==> config.mk <==
export PLATFORM = sky130hd
export DESIGN_NAME = ts_bit_extract
export DESIGN_NICKNAME = d
export VERILOG_FILES = /design/src/rtl/tsx_pkg.sv /design/src/rtl/tsx_cfg_regs.sv /design/src/rtl/tsx_pos_cnt.sv /design/src/rtl/tsx_pick.sv /design/src/rtl/ts_bit_extract.sv
export SDC_FILE = /design/constraint.sdc
export NUM_CORES = 1
export LEC_CHECK = 0
export ABC_CLOCK_PERIOD_IN_PS = 8900
export BUFFER_PORTS_ARGS = -buffer_cell sky130_fd_sc_hd__buf_2
export CAP_MARGIN = 20
export CORE_UTILIZATION = 35
export CTS_CLUSTER_DIAMETER = 30
export DETAILED_ROUTE_END_ITERATION = 16
export HOLD_SLACK_MARGIN = 0.15
export MAX_ROUTING_LAYER = met4
export SLEW_MARGIN = 10
export SYNTH_ARGS = -nofsm -noshare
export SYNTH_HDL_FRONTEND = slang
export SYNTH_SLANG_ARGS = --single-unit
==> constraint.sdc <==
create_clock -name clk -period 8.9 [get_ports clk]
set_input_delay 0.89 -clock clk [delete_from_list [all_inputs] [get_ports clk]]
set_output_delay 0.89 -clock clk [all_outputs]
set_load 0.01 [all_outputs]
==> src/rtl/tsx_pkg.sv <==
package tsx_pkg;
  localparam int NUM_SEL_REGS = 4;
  localparam int SEL_W        = 8;
  localparam int NUM_CH       = NUM_SEL_REGS * SEL_W;
  localparam int SA_BITS      = 5;

  typedef struct packed {
    logic [NUM_CH-1:0]  ch_sel;
    logic [SEL_W-1:0]   skip;
    logic               e1_mode;
    logic               link_mode;
    logic [SA_BITS-1:0] sa_en;
  } map_cfg_t;
endpackage

==> src/rtl/tsx_cfg_regs.sv <==
module tsx_cfg_regs
  import tsx_pkg::*;
#(
  parameter int ADDR_W = 3
) (
  input  logic              clk,
  input  logic              rst_n,
  input  logic              wr_en,
  input  logic [ADDR_W-1:0] wr_addr,
  input  logic [SEL_W-1:0]  wr_data,
  input  logic              frm_start,
  output map_cfg_t          cfg_now
);
  localparam int ADR_SKIP = NUM_SEL_REGS;
  localparam int ADR_MODE = NUM_SEL_REGS + 1;
  localparam int ADR_SA   = NUM_SEL_REGS + 2;

  map_cfg_t shadow_q, shadow_d, act_q;

  always_comb begin
    shadow_d = shadow_q;
    if (wr_en) begin
      for (int k = 0; k < NUM_SEL_REGS; k++) begin
        if (wr_addr == ADDR_W'(k)) shadow_d.ch_sel[k*SEL_W +: SEL_W] = wr_data;
      end
      if (wr_addr == ADDR_W'(ADR_SKIP)) shadow_d.skip = wr_data;
      if (wr_addr == ADDR_W'(ADR_MODE)) begin
        shadow_d.link_mode = wr_data[0];
        shadow_d.e1_mode   = wr_data[1];
      end
      if (wr_addr == ADDR_W'(ADR_SA)) shadow_d.sa_en = wr_data[SA_BITS-1:0];
    end
  end

  assign cfg_now = frm_start ? shadow_q : act_q;

  always_ff @(posedge clk or negedge rst_n) begin
    if (!rst_n) begin
      shadow_q <= '0;
      act_q    <= '0;
    end else begin
      shadow_q <= shadow_d;
      act_q    <= cfg_now;
    end
  end


  act_hold_chk: assert property (@(posedge clk) disable iff (!rst_n)
    !frm_start |=> $stable(act_q));
endmodule

==> src/rtl/tsx_pos_cnt.sv <==
module tsx_pos_cnt #(
  parameter int POS_W = 9
) (
  input  logic             clk,
  input  logic             rst_n,
  input  logic             frm_start,
  input  logic             frm_par,
  output logic [POS_W-1:0] pos,
  output logic             par
);
  localparam logic [POS_W-1:0] POS_MAX = '1;

  logic [POS_W-1:0] pos_q, pos_d;
  logic             par_q;

  assign pos = frm_start ? '0 : pos_q;
  assign par = frm_start ? frm_par : par_q;

  always_comb begin
    if (pos == POS_MAX) pos_d = POS_MAX;
    else                pos_d = pos + 1'b1;
  end

  always_ff @(posedge clk or negedge rst_n) begin
    if (!rst_n) begin
      pos_q <= POS_MAX;
      par_q <= 1'b0;
    end else begin
      pos_q <= pos_d;
      par_q <= par;
    end
  end


  pos_restart_chk: assert property (@(posedge clk) disable iff (!rst_n)
    frm_start |=> (pos_q == POS_W'(1)));
endmodule

==> src/rtl/tsx_pick.sv <==
module tsx_pick
  import tsx_pkg::*;
#(
  parameter int POS_W  = 9,
  parameter int T1_LEN = 193,
  parameter int E1_LEN = 256
) (
  input  map_cfg_t         cfg,
  input  logic [POS_W-1:0] pos,
  input  logic             par,
  output logic             take
);
  logic [7:0] off;
  logic [4:0] ch;
  logic [2:0] bp;
  logic       in_payload, chan_take, fdl_take, sa_take;
  logic [SEL_W-1:0] sa_vec;

  always_comb begin
    off        = cfg.e1_mode ? pos[7:0] : (pos[7:0] - 8'd1);
    ch         = off[7:3];
    bp         = off[2:0];
    in_payload = cfg.e1_mode ? (pos < POS_W'(E1_LEN))
                             : ((pos != '0) && (pos < POS_W'(T1_LEN)));
    chan_take  = in_payload && cfg.ch_sel[ch] && !cfg.skip[bp];
    fdl_take   = !cfg.e1_mode && (pos == '0) && !par;
    sa_vec     = {cfg.sa_en, 3'b000};
    sa_take    = cfg.e1_mode && (pos < POS_W'(SEL_W)) && par && sa_vec[bp];
    take       = cfg.link_mode ? (fdl_take || sa_take) : chan_take;
  end
endmodule

==> src/rtl/ts_bit_extract.sv <==
module ts_bit_extract
  import tsx_pkg::*;
#(
  parameter int ADDR_W = 3,
  parameter int DATA_W = 8,
  parameter int POS_W  = 9
) (
  input  logic              clk,
  input  logic              rst_n,
  input  logic              rx_bit,
  input  logic              frm_start,
  input  logic              frm_par,
  input  logic              wr_en,
  input  logic [ADDR_W-1:0] wr_addr,
  input  logic [DATA_W-1:0] wr_data,
  output logic              hd_valid,
  output logic              hd_data
);
  logic             rst_meta, rst_n_s;
  map_cfg_t         cfg_now;
  logic [POS_W-1:0] pos;
  logic             par, take;
  logic             valid_d, data_d;

  always_ff @(posedge clk or negedge rst_n) begin
    if (!rst_n) begin
      rst_meta <= 1'b0;
      rst_n_s  <= 1'b0;
    end else begin
      rst_meta <= 1'b1;
      rst_n_s  <= rst_meta;
    end
  end

  tsx_cfg_regs #(.ADDR_W(ADDR_W)) u_cfg (
    .clk(clk), .rst_n(rst_n_s), .wr_en(wr_en), .wr_addr(wr_addr),
    .wr_data(wr_data), .frm_start(frm_start), .cfg_now(cfg_now)
  );

  tsx_pos_cnt #(.POS_W(POS_W)) u_pos (
    .clk(clk), .rst_n(rst_n_s), .frm_start(frm_start), .frm_par(frm_par),
    .pos(pos), .par(par)
  );

  tsx_pick #(.POS_W(POS_W)) u_pick (
    .cfg(cfg_now), .pos(pos), .par(par), .take(take)
  );

  always_comb begin
    valid_d = take;
    data_d  = take && rx_bit;
  end

  always_ff @(posedge clk or negedge rst_n_s) begin
    if (!rst_n_s) begin
      hd_valid <= 1'b0;
      hd_data  <= 1'b0;
    end else begin
      hd_valid <= valid_d;
      hd_data  <= data_d;
    end
  end


  no_map_chk: assert property (@(posedge clk) disable iff (!rst_n_s)
    (cfg_now.ch_sel == '0 && !cfg_now.link_mode) |=> !hd_valid);

  t1_fbit_chk: assert property (@(posedge clk) disable iff (!rst_n_s)
    (frm_start && !cfg_now.e1_mode && !cfg_now.link_mode) |=> !hd_valid);

  sa_window_chk: assert property (@(posedge clk) disable iff (!rst_n_s)
    (cfg_now.link_mode && cfg_now.e1_mode && pos >= POS_W'(8)) |=> !hd_valid);

  quiet_data_chk: assert property (@(posedge clk) disable iff (!rst_n_s)
    !hd_valid |-> !hd_data);
endmodule

==> flow_metrics.py, run 1 <==
metrics = {
    "sta": {
        "slew_headroom_pct": 32.1,
        "finalCriticalPeriod_ns": 3.67,
        "fin_setup_tns_ns": 0,
        "fin_worst_skew_ns": 0.00834,
        "tightest_slew_ns": 1.01,
        "hold_violations": 0,
        "setup_viol": 0,
        "rsz0062_at_grt": "no",
        "drv_slew": 0,
        "max_freq_mhz": 273,
        "period_share_pct": 41.2,
    },
    "synthesis": {
        "synth_top_flop_cell": "dfrtp_1",
        "async_flop_share_pct": 100,
        "netlist_instances": 452,
        "syn-cell-area_um2": 5380,
        "syn_nets": 470,
        "ys_warn_count": 0,
        "synth_seq_cells": 108,
        "synth_edf_count": 0,
        "yosysUniqueCellTypes": 61,
        "synth.avg_cell_area_um2": 11.9,
        "ys_seq_area_share_pct": 50.5,
    },
    "critical_path": {
        "crit_fanout": 17,
        "worst_setup_path_end_kind": "register",
        "crit_type": "in -> reg",
        "path_cells": "buf_4, nand2b_1, ha_1, or3b_2, o211ai_1, mux2i_1, o22ai_1, nor4_1, nor2b_1, nand3_1, a31oi_1",
        "cp_num_buf_inv": 1,
        "cp_slowest_cell": "ha_1",
        "start_kind": "input pin",
        "arrival_ns": 3.96,
        "critical_path.max_stage_delay_ns": 0.55,
        "critical_path.top_delay_family": "simple AND/OR/NAND/NOR gates",
        "cp.required_ns": 9.19,
    },
    "global_routing": {
        "grt.busiest_layer": "met2",
        "grt_start_max_net_pins": 76,
        "antenna_found_initial": 0,
        "grt_usage_pct": 17.3,
        "use_met3_pct": 3.74,
        "grt_overflow": 0,
        "met1_usage_pct": 21.7,
        "grt_pass1_wl_um": 20300,
        "grt_pass1_vias": 3712,
        "met2_usage_pct": 27.5,
    },
    "clock_tree": {
        "numCtsBuffers": 9,
        "cts_resized": 0,
        "clock-sinks": 108,
        "clockBufferDepth": 2,
        "clockRootBuffer": "clkbuf_16",
        "cts_tree": "done",
        "cts.clk_slew.worst_paths_ns": 0.08,
        "clk_latency_ns": 0.36,
        "cts_setup_buffers": 0,
        "cts-hold-fix-buffers": 0,
        "htreeDepth": 3,
    },
    "cells_and_area": {
        "stdcell_area_um2": 5970,
        "drive_gt1_share_pct": 33.3,
        "diodes": 0,
        "area_growth_pct": 11.1,
        "nNetsFinal": 479,
    },
    "routing": {
        "wirelength_um": 12500,
        "routedWlPerCell_um": 19.2,
        "num_vias": 3622,
        "drc": 0,
        "vias_per_cell": 5.57,
        "dr.pass1.iters": 5,
        "drtAntennaViolNets": 0,
        "drt_iter0_markers": 269,
    },
    "die": {
        "rows": 44,
        "chipWidth_um": 126,
        "io_pins": 19,
        "core_area_um2": 14800,
        "initial_core_util_pct": 36.4,
        "die_area_um2": 15900,
        "die_h_um": 126,
    },
    "placement": {
        "post-dp-hpwl_um": 8750,
        "io_buffers": 18,
        "dpl_cell_area_um2": 5620,
        "place_congestion": 0.880,
    },
    "pwr": {
        "irDropWorstVdd_mv": 0.157,
        "p_leak_nw": 2.49,
        "p_per_area_nw_per_um2": 245,
    },
    "min_path": {
        "min_path_type": "in -> async",
    },
    "flow_run": {
        "maxCapViolCount": 0,
    },
    "run_status": {
        "status": "completed",
    },
}
synth_stat cells, drive strengths merged, types with 4 or more instances:
cell | n | share of area (%)
a31oi | 4 | 0.47
dfstp | 9 | 4.4
o211ai | 4 | 0.56
nor4 | 4 | 0.47
o22ai | 4 | 0.47
o221ai | 11 | 1.9
mux2i | 19 | 3.5
clkbuf | 9 | 0.63
mux2 | 95 | 20
buf | 15 | 1.6
nor2 | 13 | 1.0
a21oi | 14 | 1.4
o31ai | 6 | 1.1
nand3 | 8 | 0.74
nor2b | 9 | 1.0
nor3 | 13 | 1.2
nand2 | 23 | 1.6
inv | 14 | 0.98
dfrtp | 99 | 46
o21ai | 21 | 2.2
xnor2 | 6 | 0.98
nand2b | 6 | 0.70
area by class of cell:
cell class	count	area, µm²
Fill cell	1414	8780
Sequential cell	108	2720
Multi-Input combinational cell	306	2490
Clock buffer	10	239
Tap cell	184	230
Timing Repair Buffer	22	123
Clock inverter	6	119
Inverter	14	52.6
kinds of logic (layout without fill, tap and decap cells):
kind of cell    Yosys count  after routing  share of synthesized area, %
mux                     114            114                          23.5
flops                   108            108                          50.5
simple gates             96             96                          9.66
buf+inv                  38             52                          3.21
fa+ha+maj                 1              1                         0.233
other cells               1              1                        0.0698
xor+xnor                  9              9                          1.47
compound gates           85             85                          11.4
path summary, 6_finish.rpt:
| kind | from | cells past startpoint | to | slack, ns |
|---|---|---|---|---|
| max in group asynchronous | rst_n_s | 1 | u_cfg.shadow_q[11] | 7.39 |
| hold reg to reg | rst_n_s | 0 | u_cfg.shadow_q[15] | 0.34 |
| setup reg to reg | u_pos.pos_q[1] | 10 | hd_data | 5.50 |
| hold / removal | rst_n | 1 | rst_n_s | 0.30 |
| min in group clk | rst_meta | 0 | rst_n_s | 0.36 |
| setup / recovery | frm_start | 11 | hd_data | 5.23 |
sequential cells by signal, summed over array words and instances (netlist names):
register        cells
u_cfg.shadow_q     47
u_pos.pos_q         9
u_cfg.act_q        47
hd_data             1
u_pos.par_q         1
rst_meta            1
rst_n_s             1
hd_valid            1
metal layers:
layer  up-vias  wire, µm
li1       1670         -
met1      1852      5630
met2        79      5990
met3        21       596
met4         0       262
met5         -         0
power breakdown:
group          switching, W  internal, W  leakage [nW]  total (W)
Sequential        0.0000667     0.000601          1.28   0.000668
Combinational      0.000166     0.000161          1.03   0.000327
Clock              0.000185     0.000286         0.175   0.000471
Total              0.000418      0.00105          2.49    0.00147
layout by cell type, fill, tap and decap left out, types with 5 or more instances in the layout:
| cell type | Yosys | layout |
|---|---|---|
| nor2_1 | 12 | 12 |
| buf_4 | 2 | 5 |
| nand2b_1 | 6 | 6 |
| inv_1 | 14 | 14 |
| o31ai_1 | 5 | 5 |
| mux2i_1 | 19 | 19 |
| nand3_1 | 8 | 8 |
| o21ai_0 | 19 | 19 |
| clkbuf_16 | 0 | 9 |
| buf_2 | 6 | 17 |
| mux2_2 | 94 | 94 |
| dfstp_2 | 9 | 9 |
| nor3_1 | 13 | 13 |
| nand2_1 | 23 | 23 |
| nor2b_1 | 9 | 9 |
| a21oi_1 | 13 | 13 |
| xnor2_1 | 6 | 6 |
| dfrtp_1 | 99 | 98 |
| o221ai_1 | 10 | 10 |
per-stage QoR:
step	setup WS, ns	instances	hold WS [ns]	util [%]	total power, W
floorplan	5.26	452	0.331	-	0.000913
global placement	5.01	634	0.347	38.1	0.000988
detailed placement	4.89	634	0.337	38.1	0.00100
CTS	5.29	650	0.290	40.5	0.00148
global route	5.02	650	0.295	40.5	0.00154
finish	5.23	650	0.298	40.5	0.00147
Note: power is estimated with default switching activity, not from simulation.
==> run 2: changes to the inputs <==
ABC_CLOCK_PERIOD_IN_PS = 3700   (was 8900)
clock period = 3.7 ns   (was 8.9 ns; I/O delays follow)
==> flow_metrics.py, run 2 (synthesized netlist as in run 1, its figures left out) <==
metrics = {
    "pwr": {
        "power_frac_seq_pct": 46.7,
        "power_w": 0.00342,
        "p_switching_w": 0.00102,
        "pwr-share-comb_pct": 23.5,
        "swShare_pct": 29.9,
        "internal-power_w": 0.00240,
        "irDropWorstVdd_mv": 0.343,
        "p_leak_nw": 2.51,
        "power_frac_clock_pct": 29.8,
        "p_per_area_nw_per_um2": 571,
    },
    "die": {
        "initial_core_util_pct": 36.4,
        "core_area_um2": 14800,
        "die_h_um": 126,
        "die_area_um2": 15900,
        "io_pins": 19,
        "rows": 44,
        "chipWidth_um": 126,
    },
    "cells_and_area": {
        "multi_input_area_um2": 2490,
        "drive_gt1_share_pct": 33.8,
        "final_common_cell": "dfrtp_1",
        "stdcell_area_um2": 5990,
        "fillerInstances": 1406,
        "reg.largest.list": "u_cfg.act_q: 47 flops, u_cfg.shadow_q: 47 flops, u_pos.pos_q: 9 flops",
        "area_growth_pct": 11.5,
        "diodes": 0,
        "seqCellArea_um2": 2720,
        "utilization_pct": 40.6,
        "finalNonFillerCells": 657,
        "nNetsFinal": 486,
        "final_cell_mix": "dfrtp_1 (98), mux2_2 (94), nand2_1 (23)",
    },
    "clock_tree": {
        "clockRootBuffer": "clkbuf_16",
        "cts_resized": 0,
        "clk_latency_ns": 0.36,
        "htreeDepth": 3,
        "numCtsBuffers": 9,
        "cts_setup_buffers": 0,
        "cts.clk_slew.worst_paths_ns": 0.08,
        "cts-hold-fix-buffers": 1,
        "clockBufferDepth": 2,
        "clock-sinks": 108,
        "cts_tree": "done",
    },
    "critical_path": {
        "cp.required_ns": 3.98,
        "worst_setup_path_end_kind": "register",
        "crit_fanout": 16,
        "arrival_ns": 3.45,
        "start_kind": "register",
        "crit_type": "reg -> reg",
    },
    "routing": {
        "routedWlPerCell_um": 19.3,
        "wirelength_um": 12700,
        "drt_iter0_markers": 264,
        "vias_per_cell": 5.59,
        "num_vias": 3672,
        "drtAntennaViolNets": 0,
        "drc": 0,
        "dr.pass1.iters": 4,
    },
    "sta": {
        "rsz0062_at_grt": "no",
        "tightest_slew_ns": 0.740,
        "slew_headroom_pct": 50.3,
        "drv_slew": 0,
        "finalCriticalPeriod_ns": 3.17,
        "setup_viol": 0,
        "fin_worst_skew_ns": 0.00763,
        "hold_violations": 0,
        "max_freq_mhz": 315,
        "fin_setup_tns_ns": 0,
        "period_share_pct": 85.8,
    },
    "global_routing": {
        "antenna_found_initial": 0,
        "grt_start_max_net_pins": 107,
        "grt_overflow": 0,
        "grt_pass1_vias": 3750,
        "grt_pass1_wl_um": 20500,
        "grt_usage_pct": 17.4,
    },
    "placement": {
        "place_congestion": 0.843,
        "io_buffers": 18,
        "dpl_cell_area_um2": 5660,
        "post-dp-hpwl_um": 8690,
        "placed_cells": 639,
    },
    "flow_run": {
        "maxCapViolCount": 0,
    },
    "min_path": {
        "min_path_type": "in -> reg",
    },
    "run_status": {
        "status": "completed",
    },
}
## run 2: area by class of cell
class,instances,share of cell area (%)
well taps,184,3.84
multi-input cells,306,41.5
inverters,14,0.877
clock buffers,10,3.99
repair buffers,29,3.13
flip-flops and latches,108,45.4
clock inverters,6,1.27
## run 2: metal layers
| layer | GRT usage [%] | up-vias | part of all wire, % |
|---|---|---|---|
| met4 | 5.74 | 0 | 2.2 |
| met2 | 26.4 | 90 | 46 |
| met1 | 22.6 | 1863 | 47 |
| met5 | - | - | 0 |
| met3 | 4.38 | 19 | 5.2 |
| li1 | - | 1700 | - |
## run 2: final timing paths
kind	startpoint	endpoint	slack, ns	cells past startpoint
max	u_pos.pos_q[1]	hd_data	0.53	11
min	rx_bit	hd_data	0.30	3
max reg2reg	u_pos.pos_q[1]	hd_data	0.53	11
min reg2reg	rst_meta	rst_n_s	0.36	0
max in group asynchronous	rst_n_s	u_pos.pos_q[2]	2.89	1
min in group asynchronous	rst_n	rst_n_s	0.33	2
## run 2: stage by stage
stage	worst slack (ns)	hold slack [ns]
floorplan	0.484	0.0744
global placement	0.712	0.154
detailed placement	0.588	0.156
CTS	0.585	0.273
global route	0.275	0.282
finish	0.525	0.300
## run 2: critical path, stage by stage, from the launching register on
cell,delay (ns)
dfstp_2,0.59
or2b_1,0.26
ha_1,0.19
buf_4,0.19
nand3b_1,0.16
o211ai_1,0.33
mux2i_1,0.24
nor3_1,0.06
nor4_1,0.52
nor2b_1,0.25
nand3_1,0.12
a31oi_1,0.18
## run 2: power groups by stage
stage          Sequential, W  Combinational (W)  Clock (W)
3_5_place_dp         0.00162           0.000802          0
4_1_cts              0.00159           0.000807    0.00104
6_report             0.00160           0.000804    0.00102
5_1_grt              0.00163           0.000888    0.00109
2_1_floorplan        0.00156           0.000632          0
3_3_place_gp         0.00160           0.000778          0
==> run 3: changes to the inputs <==
ABC_AREA = 1   (was unset)
==> flow_metrics.py, run 3 <==
metrics = {
    "cells_and_area": {
        "final_cell_mix": "nand2_1 (236), dfrtp_1 (98), o21ai_0 (59)",
        "final_common_cell": "nand2_1",
        "utilization_pct": 40.6,
        "finalNonFillerCells": 774,
        "nNetsFinal": 611,
        "fillerInstances": 1395,
        "area_growth_pct": 11.4,
        "diodes": 0,
        "drive_gt1_share_pct": 13.4,
        "reg.largest.list": "u_cfg.act_q: 47 flops, u_cfg.shadow_q: 47 flops, u_pos.pos_q: 9 flops",
    },
    "synthesis": {
        "synth_top_area_share_pct": 50.6,
        "synth.largest_area_cell": "dfrtp_1",
        "syn-cell-area_um2": 4900,
        "netlist_instances": 579,
        "synth_edf_count": 0,
        "synth_common_cells": "nand2_1 (236), dfrtp_1 (99), o21ai_0 (59), nand3_1 (40), inv_1 (39)",
        "ys_seq_area_share_pct": 55.4,
        "synthTopCellsByArea": "dfrtp_1 (51%), nand2_1 (18%), o21ai_0 (6.0%), dfstp_2 (4.8%), nand3_1 (4.1%)",
        "yosysMostFrequentCell": "nand2_1",
        "synth_seq_cells": 108,
        "synth_top_flop_cell": "dfrtp_1",
        "synth.avg_cell_area_um2": 8.46,
        "syn_nets": 597,
        "ys_warn_count": 0,
        "yosysUniqueCellTypes": 36,
        "async_flop_share_pct": 100,
    },
    "clock_tree": {
        "clockRootBuffer": "clkbuf_16",
        "clockBufferDepth": 2,
        "clk_latency_ns": 0.35,
        "cts.clk_slew.worst_paths_ns": 0.07,
        "numCtsBuffers": 9,
        "clock-sinks": 108,
        "htreeDepth": 3,
        "cts_tree": "done",
        "cts_setup_buffers": 0,
    },
    "die": {
        "rows": 42,
        "core_area_um2": 13500,
        "chipWidth_um": 120,
        "die_area_um2": 14500,
        "initial_core_util_pct": 36.4,
        "io_pins": 19,
        "die_h_um": 120,
    },
    "sta": {
        "drv_slew": 0,
        "rsz0062_at_grt": "no",
        "tightest_slew_ns": 0.660,
        "max_freq_mhz": 453,
        "setup_viol": 0,
        "hold_violations": 0,
        "fin_setup_tns_ns": 0,
        "fin_worst_skew_ns": 0.00931,
        "finalCriticalPeriod_ns": 2.21,
        "period_share_pct": 59.7,
        "slew_headroom_pct": 55.9,
    },
    "routing": {
        "drt_iter0_markers": 297,
        "num_vias": 3717,
        "routedWlPerCell_um": 14.9,
        "drtAntennaViolNets": 0,
        "vias_per_cell": 4.80,
        "wirelength_um": 11500,
        "drc": 0,
        "dr.pass1.iters": 5,
    },
    "critical_path": {
        "endpoint": "hd_valid",
        "reg2reg_slack_ns": 1.49,
        "arrival_ns": 2.44,
        "startpoint": "u_pos.pos_q[0]",
        "r2r_cells": 12,
        "worst_setup_path_end_kind": "register",
        "rr_endpoint": "hd_valid",
        "crit_fanout": 7,
        "crit_type": "reg -> reg",
        "reg2reg_from": "u_pos.pos_q[0]",
        "start_kind": "register",
        "cp.required_ns": 3.94,
    },
    "placement": {
        "io_buffers": 18,
        "post-dp-hpwl_um": 7860,
        "placed_cells": 757,
        "place_congestion": 0.923,
    },
    "global_routing": {
        "grt_pass1_wl_um": 19400,
        "grt_pass1_vias": 3692,
        "grt_start_max_net_pins": 55,
        "grt_overflow": 0,
        "antenna_found_initial": 0,
        "grt_usage_pct": 18.1,
    },
    "run_status": {
        "status": "completed",
    },
    "flow_run": {
        "maxCapViolCount": 0,
    },
    "pwr": {
        "power_w": 0.00310,
        "p_per_area_nw_per_um2": 568,
        "p_switching_w": 0.000881,
        "pwr-share-comb_pct": 17.5,
        "p_leak_nw": 2.79,
        "internal-power_w": 0.00222,
        "swShare_pct": 28.4,
        "irDropWorstVdd_mv": 0.263,
        "power_frac_clock_pct": 34.7,
        "power_frac_seq_pct": 47.8,
    },
    "min_path": {
        "min_path_type": "in -> reg",
    },
}
==> run 3: area by class of cell <==
| type | instances | area (µm²) | share of cell area, % |
|---|---|---|---|
| repair buffers | 23 | 130 | 2.38 |
| multi-input cells | 406 | 1880 | 34.5 |
| well taps | 176 | 220 | 4.03 |
| clock buffers | 12 | 267 | 4.88 |
| clock inverters | 4 | 70.1 | 1.28 |
| inverters | 45 | 171 | 3.14 |
| flip-flops and latches | 108 | 2720 | 49.8 |
==> run 3: logic make-up (layout without fill, tap and decap cells) <==
family / after synthesis / in the layout / share of synthesized area [%]
other cells: 1 / 1 / 0.0766
compound gates: 71 / 71 / 7.66
mux: 4 / 4 / 0.818
xor+xnor: 4 / 4 / 0.869
fa+ha+maj: 1 / 1 / 0.255
simple gates: 325 / 325 / 28.7
flops: 108 / 108 / 55.4
buf+inv: 65 / 84 / 6.16
==> run 3: how the worst min path moves through the flow <==
stage,start,to,slack [ns],cells after the start
floorplan,rst_n,rst_meta,0.07,0
global placement,rst_n,rst_meta,0.16,1
detailed placement,rst_n,rst_meta,0.16,1
CTS,rx_bit,hd_data,0.26,3
global route,rx_bit,hd_data,0.26,3
finish,rx_bit,hd_data,0.26,3
==> run 3: stage by stage <==
stage	hold WS, ns	area [µm²]	worst slack [ns]
2_1_floorplan	0.0744	4900	0.484
3_3_place_gp	0.155	5110	1.20
3_5_place_dp	0.158	5110	1.14
4_1_cts	0.263	5460	1.47
5_1_grt	0.262	5460	1.22
6_report	0.261	5460	1.49
==> run 3: critical path: stages, from the launching register on <==
cell	delay (ns)
dfstp_2	0.51
inv_1	0.09
nor2_8	0.14
inv_2	0.08
ha_1	0.23
nand2_1	0.12
o211ai_2	0.21
a21oi_1	0.19
nand2_1	0.07
a21oi_1	0.13
nor2_1	0.05
o21ai_1	0.19
nand2_1	0.08
==> run 3: power by group through the flow <==
stage / logic, W / registers (W) / clock network (W)
4_1_cts: 0.000546 / 0.00148 / 0.00109
2_1_floorplan: 0.000412 / 0.00149 / 0
3_5_place_dp: 0.000541 / 0.00150 / 0
5_1_grt: 0.000625 / 0.00150 / 0.00114
6_report: 0.000543 / 0.00148 / 0.00107
3_3_place_gp: 0.000531 / 0.00149 / 0
==> run 3: layer usage <==
metal,GRT usage (%),up-vias,wire [µm]
met4,7.72,0,303
met1,24.5,1749,5540
met3,3.21,22,566
met2,26.6,85,5120
li1,-,1861,-
met5,-,-,0
==> run 3: repair_timing <==
item,4_1_cts,5_1_grt
hold endpoints to repair,2,0
hold buffers,1,0
resized for setup,0,0
